[config.mk]
export PLATFORM = sky130hd
export DESIGN_NAME = tdm_frame_aligner
export DESIGN_NICKNAME = d
export VERILOG_FILES = /design/src/rtl/tdm_align_pkg.sv /design/src/rtl/tdm_cfg_regs.sv /design/src/rtl/tdm_sync_pos.sv /design/src/rtl/tdm_lane.sv /design/src/rtl/tdm_frame_aligner.sv
export SDC_FILE = /design/constraint.sdc
export NUM_CORES = 1
export LEC_CHECK = 0
export ABC_AREA = 1
export BUFFER_PORTS_ARGS = -buffer_cell sky130_fd_sc_hd__buf_2
export CAP_MARGIN = 20
export CORE_MARGIN = 2
export CORE_UTILIZATION = 50
export CTS_CLUSTER_SIZE = 40
export DETAILED_ROUTE_END_ITERATION = 16
export GPL_TIMING_DRIVEN = 0
export PLACE_DENSITY = 0.72
export SYNTH_ARGS = -nofsm -noshare
export SYNTH_HDL_FRONTEND = slang
export SYNTH_SLANG_ARGS = --single-unit
[constraint.sdc]
create_clock -name clk -period 5.07 [get_ports clk]
set_input_delay 0.2535 -clock clk [delete_from_list [all_inputs] [get_ports clk]]
set_output_delay 0.2535 -clock clk [all_outputs]
set_load 0.05 [all_outputs]
[src/rtl/tdm_align_pkg.sv]
package tdm_align_pkg;
  localparam int OFF_W  = 10;            // coarse offset width
  localparam int SH_W   = 3;             // per-lane fine shift width
  localparam int DLY_W  = OFF_W + 1;     // offset + shift without loss
  localparam int LO_W   = OFF_W - 8;     // offset bits held in the shared low register
  localparam int ADDR_W = 3;

  localparam logic [ADDR_W-1:0] REG_IOFF_HI = 3'd0;
  localparam logic [ADDR_W-1:0] REG_OFF_LO  = 3'd1;
  localparam logic [ADDR_W-1:0] REG_OOFF_HI = 3'd2;
  localparam logic [ADDR_W-1:0] REG_OE      = 3'd3;
  localparam int                REG_SH_BASE = 4;   // one register per lane pair

  // frame position one bit period later, folded into the frame
  function automatic int unsigned wrap_inc(input int unsigned v, input int unsigned frame);
    return (v + 1 >= frame) ? 0 : v + 1;
  endfunction

  // receive delay of a lane: coarse offset plus fine shift, folded
  function automatic int unsigned total_delay(input logic [OFF_W-1:0] off,
                                              input logic [SH_W-1:0] sh,
                                              input int unsigned frame);
    logic [DLY_W-1:0] s;
    s = DLY_W'(off) + DLY_W'(sh);
    return 32'(s) % frame;
  endfunction

  function automatic int unsigned frame_mod(input logic [OFF_W-1:0] v, input int unsigned frame);
    return 32'(v) % frame;
  endfunction
endpackage

[src/rtl/tdm_cfg_regs.sv]
module tdm_cfg_regs
  import tdm_align_pkg::*;
#(
  parameter int LANES = 4
) (
  input  logic                    clk,
  input  logic                    rst_n,
  input  logic                    fsync,
  input  logic                    we,
  input  logic [ADDR_W-1:0]       addr,
  input  logic [7:0]              wdata,
  output logic [OFF_W-1:0]        ioff_now,
  output logic [OFF_W-1:0]        ooff_now,
  output logic [LANES*SH_W-1:0]   sh_now,
  output logic [LANES-1:0]        oe_q
);
  logic [OFF_W-1:0]      st_ioff, st_ooff, act_ioff, act_ooff;
  logic [LANES*SH_W-1:0] st_sh, act_sh;
  logic [LANES-1:0]      st_oe, oe_now;

  // staging copy: written at any time
  always_ff @(posedge clk or negedge rst_n) begin
    if (!rst_n) begin
      st_ioff <= '0;
      st_ooff <= '0;
      st_sh   <= '0;
      st_oe   <= '0;
    end else if (we) begin
      case (addr)
        REG_IOFF_HI: st_ioff[OFF_W-1:LO_W] <= wdata;
        REG_OFF_LO: begin
          st_ioff[LO_W-1:0] <= wdata[LO_W-1:0];
          st_ooff[LO_W-1:0] <= wdata[4 +: LO_W];
        end
        REG_OOFF_HI: st_ooff[OFF_W-1:LO_W] <= wdata;
        REG_OE:      st_oe <= wdata[LANES-1:0];
        default: ;
      endcase
      for (int k = 0; k < LANES; k++) begin
        if (addr == ADDR_W'(REG_SH_BASE + k / 2))
          st_sh[k*SH_W +: SH_W] <= wdata[(k % 2) * 4 +: SH_W];
      end
    end
  end

  // working set: the staged values take over in the sync cycle itself
  assign ioff_now = fsync ? st_ioff : act_ioff;
  assign ooff_now = fsync ? st_ooff : act_ooff;
  assign sh_now   = fsync ? st_sh   : act_sh;
  assign oe_now   = fsync ? st_oe   : oe_q;

  always_ff @(posedge clk or negedge rst_n) begin
    if (!rst_n) begin
      act_ioff <= '0;
      act_ooff <= '0;
      act_sh   <= '0;
      oe_q     <= '0;
    end else begin
      act_ioff <= ioff_now;
      act_ooff <= ooff_now;
      act_sh   <= sh_now;
      oe_q     <= oe_now;
    end
  end

  // the working set only moves on a sync pulse
  assert_cfg_hold_R9: assert property (@(posedge clk) disable iff (!rst_n)
    !fsync |=> ($stable(act_ioff) && $stable(act_ooff) && $stable(act_sh)));
  // the drive enables only move on a sync pulse
  assert_oe_hold_R8: assert property (@(posedge clk) disable iff (!rst_n)
    !fsync |=> $stable(oe_q));
endmodule

[src/rtl/tdm_sync_pos.sv]
module tdm_sync_pos
  import tdm_align_pkg::*;
#(
  parameter int unsigned FRAME_BITS = 1024,
  parameter int          CW         = 10
) (
  input  logic          clk,
  input  logic          rst_n,
  input  logic          fsync,
  output logic [CW-1:0] pos_now,
  output logic          synced_now
);
  logic [CW-1:0] pos_q;
  logic          synced_q;

  // the sync cycle is position zero
  assign pos_now    = fsync ? '0 : pos_q;
  assign synced_now = fsync | synced_q;

  always_ff @(posedge clk or negedge rst_n) begin
    if (!rst_n) begin
      pos_q    <= '0;
      synced_q <= 1'b0;
    end else begin
      pos_q    <= CW'(wrap_inc(32'(pos_now), FRAME_BITS));
      synced_q <= synced_now;
    end
  end

  // a sync pulse restarts the count wherever it stood
  assert_pos_restart_R11: assert property (@(posedge clk) disable iff (!rst_n)
    fsync |=> (32'(pos_q) == wrap_inc(0, FRAME_BITS)));
  // the position never leaves the frame
  assert_pos_range_R4: assert property (@(posedge clk) disable iff (!rst_n)
    32'(pos_q) < FRAME_BITS);
endmodule

[src/rtl/tdm_lane.sv]
module tdm_lane
  import tdm_align_pkg::*;
#(
  parameter int unsigned FRAME_BITS = 1024,
  parameter int          CW         = 10
) (
  input  logic             clk,
  input  logic             rst_n,
  input  logic [CW-1:0]    pos_now,
  input  logic             synced_now,
  input  logic [OFF_W-1:0] ioff_now,
  input  logic [SH_W-1:0]  sh_now,
  input  logic [OFF_W-1:0] ooff_now,
  output logic             rx_start,
  output logic [CW-1:0]    rx_bitcnt,
  output logic             tx_start,
  output logic [CW-1:0]    tx_bitcnt
);
  logic          rx_hit, tx_hit, run_q, run_d, txrun_q;
  logic [CW-1:0] rx_d, tx_d;

  // receive bit 0: frame position reaches offset + shift
  assign rx_hit = synced_now && (32'(pos_now) == total_delay(ioff_now, sh_now, FRAME_BITS));
  assign rx_d   = rx_hit ? '0 : CW'(wrap_inc(32'(rx_bitcnt), FRAME_BITS));
  assign run_d  = run_q | rx_hit;

  // transmit bit 0: receive count reaches the output offset
  assign tx_hit = run_d && (32'(rx_d) == frame_mod(ooff_now, FRAME_BITS));
  assign tx_d   = tx_hit ? '0 : CW'(wrap_inc(32'(tx_bitcnt), FRAME_BITS));

  always_ff @(posedge clk or negedge rst_n) begin
    if (!rst_n) begin
      rx_start  <= 1'b0;
      rx_bitcnt <= '0;
      run_q     <= 1'b0;
      tx_start  <= 1'b0;
      tx_bitcnt <= '0;
      txrun_q   <= 1'b0;
    end else begin
      rx_start  <= rx_hit;
      rx_bitcnt <= rx_d;
      run_q     <= run_d;
      tx_start  <= tx_hit;
      tx_bitcnt <= tx_d;
      txrun_q   <= txrun_q | tx_hit;
    end
  end

  // between starts the receive count steps by one
  assert_rx_step_R5: assert property (@(posedge clk) disable iff (!rst_n)
    (run_q && !rx_start) |-> (32'(rx_bitcnt) == wrap_inc(32'($past(rx_bitcnt)), FRAME_BITS)));
  // no transmit start before the lane has a receive frame
  assert_tx_after_rx_R6: assert property (@(posedge clk) disable iff (!rst_n)
    tx_start |-> run_q);
  // between starts the transmit count steps by one
  assert_tx_step_R7: assert property (@(posedge clk) disable iff (!rst_n)
    (txrun_q && !tx_start) |-> (32'(tx_bitcnt) == wrap_inc(32'($past(tx_bitcnt)), FRAME_BITS)));
endmodule

[src/rtl/tdm_frame_aligner.sv]
module tdm_frame_aligner
  import tdm_align_pkg::*;
#(
  parameter int          LANES      = 4,
  parameter int unsigned FRAME_BITS = 1024,
  parameter int          CW         = $clog2(FRAME_BITS)
) (
  input  logic                  clk,
  input  logic                  rst_n,
  input  logic                  fsync,
  input  logic                  cfg_we,
  input  logic [ADDR_W-1:0]     cfg_addr,
  input  logic [7:0]            cfg_wdata,
  output logic [LANES-1:0]      rx_start,
  output logic [LANES*CW-1:0]   rx_bitcnt,
  output logic [LANES-1:0]      tx_start,
  output logic [LANES*CW-1:0]   tx_bitcnt,
  output logic [LANES-1:0]      tx_oe
);
  logic [OFF_W-1:0]      ioff_now, ooff_now;
  logic [LANES*SH_W-1:0] sh_now;
  logic [CW-1:0]         pos_now;
  logic                  synced_now;

  tdm_cfg_regs #(.LANES(LANES)) u_cfg (
    .clk(clk), .rst_n(rst_n), .fsync(fsync),
    .we(cfg_we), .addr(cfg_addr), .wdata(cfg_wdata),
    .ioff_now(ioff_now), .ooff_now(ooff_now), .sh_now(sh_now), .oe_q(tx_oe)
  );

  tdm_sync_pos #(.FRAME_BITS(FRAME_BITS), .CW(CW)) u_pos (
    .clk(clk), .rst_n(rst_n), .fsync(fsync),
    .pos_now(pos_now), .synced_now(synced_now)
  );

  for (genvar g = 0; g < LANES; g++) begin : g_lane
    tdm_lane #(.FRAME_BITS(FRAME_BITS), .CW(CW)) u_lane (
      .clk(clk), .rst_n(rst_n),
      .pos_now(pos_now), .synced_now(synced_now),
      .ioff_now(ioff_now), .sh_now(sh_now[g*SH_W +: SH_W]), .ooff_now(ooff_now),
      .rx_start(rx_start[g]), .rx_bitcnt(rx_bitcnt[g*CW +: CW]),
      .tx_start(tx_start[g]), .tx_bitcnt(tx_bitcnt[g*CW +: CW])
    );
  end
endmodule

After elaboration in Yosys (flattened, before gate mapping)
Index checks and enable logic that the tools add are counted.
- bits in registers: 175
- latch bits: 0
- RAM bits: 0
- bits in read-only memories: 0
- input port bits: 15
- output and inout port bits: 92
- memories kept: 0
- add/sub/neg operators: 13
- $mul: 0
- div/mod/pow operators: 0
- magnitude comparators: 9
- equal/unequal tests: 13
- shift operators: 0
- mux-type cells: 21
- bitwise logic cells: 5
- reductions and logical operators: 15
- operators by type and width (kind ; number):
    $mux 10 ; 20
    $add 10x1->11 const B ; 9
    $ge 11x11->1 const B ; 9
    $eq 10x10->1 ; 8
    $add 10x3->10 ; 4
    $mux 12 ; 1
    $reduce_and 2->1 ; 6
    $logic_and 1x1->1 ; 8
    $eq 3x2->1 const B ; 2
    $eq 3x3->1 const B ; 2
    $or 1x1->1 ; 5
    $eq 3x1->1 const B ; 1
    $logic_not 3->1 ; 1

Depth between registers and ports, before layout
Gate-level depths: netlist (run 1).
- depth in word-level cells: 8
- gate-level depth with buffers: 31
- depth with buffers taken out: 25

By module
Synthesis (run 1) repeated with hierarchy kept, for this count alone.
- cell total of the unflattened synthesis: 1581
- area, all modules: 11446.0 um2
- by module, submodules not included (module ; instances ; cells an instance ; area each (um2) ; seq. area each (um2)):
    tdm_lane (g_lane[0].u_lane ...) ; 2 ; 311 ; 2074.5 ; 575.6
    tdm_cfg_regs ; 1 ; 318 ; 2869.0 ; 1801.7
    tdm_lane (g_lane[1].u_lane) ; 1 ; 297 ; 1905.6 ; 575.6
    tdm_lane (g_lane[2].u_lane) ; 1 ; 266 ; 1806.7 ; 575.6
    tdm_sync_pos ; 1 ; 78 ; 715.7 ; 275.3

Least setup slack after synthesis (run 1)
Ideal clock, no wire load.
- path type: input-to-reg
- start point: input fsync
- end point: register g_lane[3].u_lane.tx_bitcnt[0]
- library setup time: 129 ps
- arrival: 3685 ps
- slack: 1256 ps
- cell stages on the path: 22
- cells stage by stage: buf_6 > buf_4 > clkbuf_1 > clkbuf_1 > o21ai_0 > inv_1 > ha_1 > nand2_1 > nor2_1 > nor2_1 > inv_1 > nand2_1 > nand2_1 > nor2_1 > nand3_1 > nor2_4 > buf_6 > nor2_1 > a21oi_1 > nand3_1 > nor2_4 > a21oi_1
- word-level cells in the longest chain between the ends: 8
- elaborated cells on any way between the ends: 13
- those cells by class: add/sub (1); eq/ne (2); mux (6); bitwise (2); reduce/logical (2)
- RTL lines (what ; RTL line ; text):
    start, declared ; tdm_frame_aligner.sv:10 ; input logic fsync,
    $mux 10 * ; tdm_cfg_regs.sv:47 ; assign ioff_now = fsync ? st_ioff : act_ioff;
    net g_lane[0].u_lane.ioff_now[1] ; tdm_lane.sv:11 ; input logic [OFF_W-1:0] ioff_now,
    $add 10x3->10 * ; tdm_align_pkg.sv:24 ; s = DLY_W'(off) + DLY_W'(sh);
    $eq 10x10->1 * ; tdm_lane.sv:23 ; assign rx_hit = synced_now && (32'(pos_now) == total_delay(ioff_now, sh_now, FRAME_BITS));
    $logic_and 1x1->1 * ; tdm_lane.sv:23 ;
    net g_lane[3].u_lane.rx_hit ; tdm_lane.sv:19 ; logic rx_hit, tx_hit, run_q, run_d, txrun_q;
    $mux 10 ; tdm_lane.sv:24 ; assign rx_d = rx_hit ? '0 : CW'(wrap_inc(32'(rx_bitcnt), FRAME_BITS));
    $eq 10x10->1 ; tdm_lane.sv:28 ; assign tx_hit = run_d && (32'(rx_d) == frame_mod(ooff_now, FRAME_BITS));
    $logic_and 1x1->1 * ; tdm_lane.sv:28 ;
    $mux 10 * ; tdm_lane.sv:29 ; assign tx_d = tx_hit ? '0 : CW'(wrap_inc(32'(tx_bitcnt), FRAME_BITS));
    net g_lane[3].u_lane.tx_d[0] ; tdm_lane.sv:20 ; logic [CW-1:0] rx_d, tx_d;
    end signal, assigned ; tdm_lane.sv:44 ; tx_bitcnt <= tx_d;
    end, declared ; tdm_lane.sv:17 ; output logic [CW-1:0] tx_bitcnt
The timed path passes the listed nets; every way through them passes the cells marked *.
A chain may end at the register's enable or synchronous reset.

Worst setup path in the final report (run 1)
- start point: input fsync
- end point: register g_lane[2].u_lane.tx_bitcnt[1]
- word-level cells in the longest chain between the ends: 8
- elaborated cells on any way between the ends: 13
- those cells by class: add/sub (1); eq/ne (2); mux (6); bitwise (2); reduce/logical (2)
- RTL lines (what ; RTL line):
    $mux 10 * ; tdm_cfg_regs.sv:47
    net g_lane[0].u_lane.ioff_now[0] ; tdm_lane.sv:11
    $add 10x3->10 * ; tdm_align_pkg.sv:24
    $eq 10x10->1 * ; tdm_lane.sv:23
    $logic_and 1x1->1 * ; tdm_lane.sv:23
    $mux 10 ; tdm_lane.sv:24
    $eq 10x10->1 ; tdm_lane.sv:28
    $logic_and 1x1->1 * ; tdm_lane.sv:28
    $mux 10 * ; tdm_lane.sv:29
    net g_lane[2].u_lane.tx_d[1] ; tdm_lane.sv:20
    end signal, assigned ; tdm_lane.sv:44
    end, declared ; tdm_lane.sv:17
Marked as above.

==> results of run 1 <==
layer usage:
layer / up-vias / share of wire / track usage
li1: 4565 / - / -
met1: 4289 / 0.46 / 0.3377
met2: 290 / 0.46 / 0.4014
met3: 36 / 0.055 / 0.03375
met4: 0 / 0.020 / 0.08350
met5: - / 0 / 0
power breakdown:
part	total, W	switching, W	internal [W]	leakage [nW]
Combinational	0.00327	0.00237	0.000896	4.06
Sequential	0.00213	0.000346	0.00178	2.17
Clock	0.00138	0.000609	0.000774	0.300
layout by cell type, fill, tap and decap left out, types with 13 or more instances in the layout:
cell type	instances
xor2_1	36
nand3b_1	13
nand2_1	453
buf_2	106
a21oi_1	50
nand3_1	101
nand4_1	16
ha_1	21
clkbuf_16	17
or2_2	19
nor2_1	110
o21ai_0	67
inv_1	201
dfrtp_1	175
nor3_1	14
nand2_2	13
through the flow:
stage	utilization	area [um2]	hold WS [ns]	std cells	total power (W)
3_5_place_dp	0.5507	11070	0.1964	1762	0.005384
4_1_cts	0.5821	11700	0.08013	1795	0.006794
2_1_floorplan	-	10170	-0.04209	1386	0.004600
5_1_grt	0.5821	11700	0.09439	1795	0.007252
3_3_place_gp	0.5488	11030	0.4513	1761	0.005316
6_report	0.5821	11700	0.09549	1795	0.006776
final timing paths:
kind	from	end	slack [ns]	cells past startpoint
max	fsync	g_lane[2].u_lane.tx_bitcnt[1]$_DFF_PN0_	0.57	28
min	fsync	u_cfg.act_ioff[9]$_DFF_PN0_	0.1	2
max reg2reg	u_cfg.act_ioff[1]$_DFF_PN0_	g_lane[2].u_lane.tx_bitcnt[1]$_DFF_PN0_	1.02	20
min reg2reg	u_cfg.oe_q[0]$_DFFE_PN0P_	u_cfg.oe_q[0]$_DFFE_PN0P_	0.47	2
max in group asynchronous	rst_n	g_lane[0].u_lane.rx_bitcnt[2]$_DFF_PN0_	3.83	3
min in group asynchronous	rst_n	u_cfg.st_sh[8]$_DFFE_PN0P_	0.31	2
kinds of logic after synthesis:
kind of cell	Yosys count	share of synthesized area
fa+ha+maj	25	0.03371
buf+inv	238	0.09719
compound gates	135	0.06890
simple gates	765	0.3282
flops	175	0.4306
xor+xnor	48	0.04134
state kept, by name (all words and copies together), names as in the netlist:
| name | count |
|---|---|
| u_cfg.act_sh | 12 |
| g_lane.u_lane.rx_bitcnt | 40 |
| g_lane.u_lane.run_q | 4 |
| g_lane.u_lane.rx_start | 4 |
| u_cfg.act_ooff | 10 |
| u_cfg.oe_q | 4 |
| u_cfg.st_ooff | 10 |
| g_lane.u_lane.tx_start | 4 |
| u_pos.pos_q | 10 |
| g_lane.u_lane.tx_bitcnt | 40 |
| u_pos.synced_q | 1 |
| u_cfg.act_ioff | 10 |
| u_cfg.st_ioff | 10 |
| u_cfg.st_oe | 4 |
| u_cfg.st_sh | 12 |
critical path: stages:
cell and delay [ns]:
buf_6 0.12, buf_4 0.19, clkbuf_1 0.39, clkbuf_1 0.37, clkbuf_1 0.44, nand2_1 0.09
nand2_1 0.21, ha_1 0.18, inv_1 0.06, fa_1 0.37, inv_1 0.06, nand2_1 0.07
nand2_1 0.08, nand2_1 0.07, inv_1 0.15, nand2_1 0.07, nand2_1 0.06, nand2_1 0.05
nor2_1 0.11, nand2_1 0.08, nor2_1 0.11, nand2_1 0.10, buf_2 0.19, nand2_1 0.12
xor2_1 0.23, nand2_1 0.13, nor2_4 0.28, a21oi_1 0.12
layout make-up:
| cell class | count | area (um2) | area share |
|---|---|---|---|
| Timing Repair Buffer | 107 | 573.1 | 0.04897 |
| Sequential cell | 175 | 4379 | 0.3742 |
| Clock inverter | 13 | 168.9 | 0.01443 |
| Tap cell | 270 | 337.8 | 0.02887 |
| Inverter | 210 | 790.8 | 0.06757 |
| Multi-Input combinational cell | 973 | 4802 | 0.4103 |
| Clock buffer | 19 | 452.9 | 0.03870 |
| Buffer | 28 | 197.7 | 0.01689 |
repair_timing:
action,CTS,global route
hold buffers,1,0
gates resized for setup,0,0
setup buffers,0,0
hold endpoints to repair,51,0
==> flow_summary.toml, run 1 <==
[outcome]
status = "completed"

[drt]
vias_per_cell = 5.114
wl_per_cell_um = 14.23
drt_iter0_markers = 602
drt-total-wl_mm = 25.55
firstDrtPassIters = 6
ant_nets = 0
vias = 9180
drc_errors = 0

[grt]
grt_max_degree = 125
grt_usage = 0.2455
grt_pass1_wl_mm = 42.60
grt_pass1_vias = 8792
grt_overflow_total = 0
antenna_found_initial = 0

[placement]
dp_slack_ns = 0.2023
dp_hpwl_mm = 18.71
gp_congestion = 0.8945
io_buffers = 105

[run]
cap_violations = 0

[sta]
tightest_slew_ns = 1.037
slew_viol_final = 0
period_share = 0.8883
setup_violations = 0
timing.fmax_mhz = 222.0
setup_slack_ns = 0.5664
rsz0062_at_grt = "false"
finalSetupTns_ns = 0
period_minus_slack_ns = 4.504
relSlewSlack = 0.3011
finClkSkew_ns = 0.01078
finalHoldViolCount = 0

[logic_synthesis]
synth.most_common_cell = "nand2_1"
ys_top_cells_by_count = "453 x nand2_1, 201 x inv_1, 175 x dfrtp_1"
synth_cells = 1386
ys_seq_elements = 175
synth_largest_area_cell = "dfrtp_1"
synth_edf_count = 0
syn_avg_cell_area_um2 = 7.337
synth.top_cell.area_share = 0.4306
synth_area_leaders = "dfrtp_1 43%, nand2_1 17%, inv_1 7.4%, nand3_1 5.0%, nor2_1 4.1%"
synth.distinct_cells = 37
async_reset_ff_frac = 1.000
synth_nets = 1426
synth_area_um2 = 10170
synth-main-ff-cell = "dfrtp_1"
synth_warnings = 0
ys_seq_area_frac = 0.4306

[worst_setup_path]
path_class = "input port to flip-flop"
end_kind = "flip-flop"
worstPathMaxFanout = 10
critPathRequiredTime_ns = 5.37
arrival_ns = 4.80
worstSetupStartpointType = "input port"

[pwr]
power.density_nw_per_um2 = 579.0
power.leakage_nw = 6.538
peakVddDrop_mv = 0.3904

[finish]
antenna_cells = 0
fillCellCount = 1846
drive_above_1_share = 0.1469
fin_nets = 1552
area_growth_pct = 15.07

[clock_network]
cts.sinks = 175
ctsRootBufferMaster = "clkbuf_16"
path_clk_slew_ns = 0.07
clock_latency_ns = 0.43
h-tree-depth = 4
cts_tree = "built"
clockBufferDepth = 2
cts_inserted_buffers = 17

[floorplan]
io_pins = 107
die_w_um = 146.6
core_um2 = 20100
fp.dieArea_um2 = 21500
start_util = 0.5059
fp.dieH_um = 146.6
row_count = 52

[worst_hold_path]
hold_path_class = "input port to flip-flop"
Note: power is estimated with default switching activity, not from simulation.
==> inputs of run 2 (changes only) <==
- PLACE_DENSITY: 0.72 -> 0.7
==> run 2 against run 1 <==
Compared with the run above: clock power about the same; utilization barely moved; critical endpoint is now g_lane[2].u_lane.tx_bitcnt[9]$_DFF_PN0_; power down 0.24%.
==> flow_summary.toml, run 2 (synthesis gave the netlist of run 1 again) <==
[drt]
drt-total-wl_mm = 25.41
drc_errors = 0
drt_iter0_markers = 629
firstDrtPassIters = 7
wl_per_cell_um = 14.15
vias_per_cell = 5.072
ant_nets = 0
vias = 9105

[clock_network]
path_clk_slew_ns = 0.07
clockBufferDepth = 2
cts_tree = "built"
clock_latency_ns = 0.44
cts_inserted_buffers = 17
postCtsSetupBuffers = 0
cts.sinks = 175
ctsRootBufferMaster = "clkbuf_16"
h-tree-depth = 4

[worst_setup_path]
reg2reg_depth = 20
critPathRequiredTime_ns = 5.38
path_class = "input port to flip-flop"
critPathSlowestCell = "clkbuf_1"
worstPathMaxFanout = 10
max_stage_delay_ns = 0.38
setup.worst_path.start = "fsync"
r2r_end = "g_lane[2].u_lane.tx_bitcnt[9]$_DFF_PN0_"
timing.critical_path.mode_cell = "nand2_1"
worstSetupStartpointType = "input port"
reg2reg_from = "u_cfg.st_ioff[1]$_DFFE_PN0P_"
end_kind = "flip-flop"
arrival_ns = 4.79
rrSetupSlack_ns = 1.37

[grt]
grt_max_degree = 101
grt_pass1_wl_mm = 41.66
grt_pass1_vias = 8297
grt_overflow_total = 0
grt_usage = 0.2419
antenna_found_initial = 0

[finish]
antenna_cells = 0
area_growth_pct = 14.99
drive_above_1_share = 0.1482
fin_nets = 1553
fillCellCount = 1866
final_common_cell = "nand2_1"
final_cell_mix = "453 x nand2_1, 201 x inv_1, 175 x dfrtp_1, 110 x nor2_1, 107 x buf_2"
largest_registers = "g_lane.u_lane.rx_bitcnt (40), g_lane.u_lane.tx_bitcnt (40)"

[sta]
setup_slack_ns = 0.5893
slew_viol_final = 0
rsz0062_at_grt = "false"
period_minus_slack_ns = 4.481
finClkSkew_ns = 0.01036
setup_violations = 0
timing.fmax_mhz = 223.2
finalHoldViolCount = 0
relSlewSlack = 0.3725
tightest_slew_ns = 0.9314
finalSetupTns_ns = 0
period_share = 0.8838

[floorplan]
row_count = 52
fp.dieArea_um2 = 21500
io_pins = 107
fp.dieH_um = 146.6
core_um2 = 20100
die_w_um = 146.6
start_util = 0.5059

[run]
cap_violations = 0

[placement]
io_buffers = 105
dp_slack_ns = 0.004216
gp_congestion = 0.9110
dp_hpwl_mm = 18.77

[pwr]
peakVddDrop_mv = 0.3713
p_total_w = 0.006759
power.leakage_nw = 6.549
power.density_nw_per_um2 = 578.0

[worst_hold_path]
hold_path_class = "input port to flip-flop"
holdPathEnd = "u_cfg.act_ioff[9]$_DFF_PN0_"
hold_depth = 2
min_from = "fsync"

[outcome]
status = "completed"
run 2: critical path, delay by kind of cell:
family                     cells  cell delay, ns
AOI/OAI and AO/OA              2            0.17
and+or+nand+nor               12            1.61
buffers and inverters          9            1.89
xor gates and xnor gates       1            0.28
adders and majority gates      2            0.56
run 2: repair_timing:
| action | CTS | global route |
|---|---|---|
| resized for setup | 0 | 4 |
| endpoints found under the setup margin | 0 | 20 |
| hold buffers | 1 | 0 |
| endpoints found under the hold margin | 75 | 0 |
run 2: how the worst max path moves through the flow:
| stage | endpoint | slack, ns | cells after the start |
|---|---|---|---|
| after floorplan | g_lane[3].u_lane.tx_bitcnt[0]$_DFF_PN0_ | 1.26 | 22 |
| after global placement | g_lane[2].u_lane.tx_bitcnt[8]$_DFF_PN0_ | 0.05 | 26 |
| after detailed placement | g_lane[2].u_lane.tx_bitcnt[8]$_DFF_PN0_ | 0.004 | 27 |
| after CTS | g_lane[2].u_lane.tx_bitcnt[8]$_DFF_PN0_ | 0.42 | 27 |
| after global routing | g_lane[2].u_lane.tx_bitcnt[5]$_DFF_PN0_ | 0.12 | 28 |
| final | g_lane[2].u_lane.tx_bitcnt[9]$_DFF_PN0_ | 0.59 | 26 |
run 2: area by class of cell:
cell class | instances | area (um2) | share of cell area
timing repair buffer | 108 | 578.1 | 0.04943
clock buffer | 18 | 439.2 | 0.03756
sequential | 175 | 4379 | 0.3745
tap | 270 | 337.8 | 0.02889
clock inverter | 13 | 166.4 | 0.01423
buffer | 28 | 200.2 | 0.01712
inverter | 210 | 790.8 | 0.06762
multi-input combinational | 973 | 4802 | 0.4107
run 2: metrics by stage:
step           area, um2    util  hold WS, ns  cells
6_report           11690  0.5817      0.07793   1795
5_1_grt            11690  0.5817      0.09718   1795
4_1_cts            11690  0.5813      0.06916   1794
3_5_place_dp       11070  0.5507       0.2875   1762
3_3_place_gp       11030  0.5488       0.4530   1761
2_1_floorplan      10170       -     -0.04209   1386
run 2: where the power goes:
part | switching [W] | total [W] | internal (W)
sequential | 0.000342 | 0.00212 | 0.00178
combinational | 0.00236 | 0.00326 | 0.000898
clock | 0.000615 | 0.00138 | 0.000762
total | 0.00332 | 0.00676 | 0.00344
run 2: routing by layer:
metal | wire length [um] | GRT usage
met1 | 11780 | 0.3382
met2 | 11940 | 0.3965
met3 | 1342 | 0.04281
met4 | 340 | 0.05291
met5 | 0 | 0
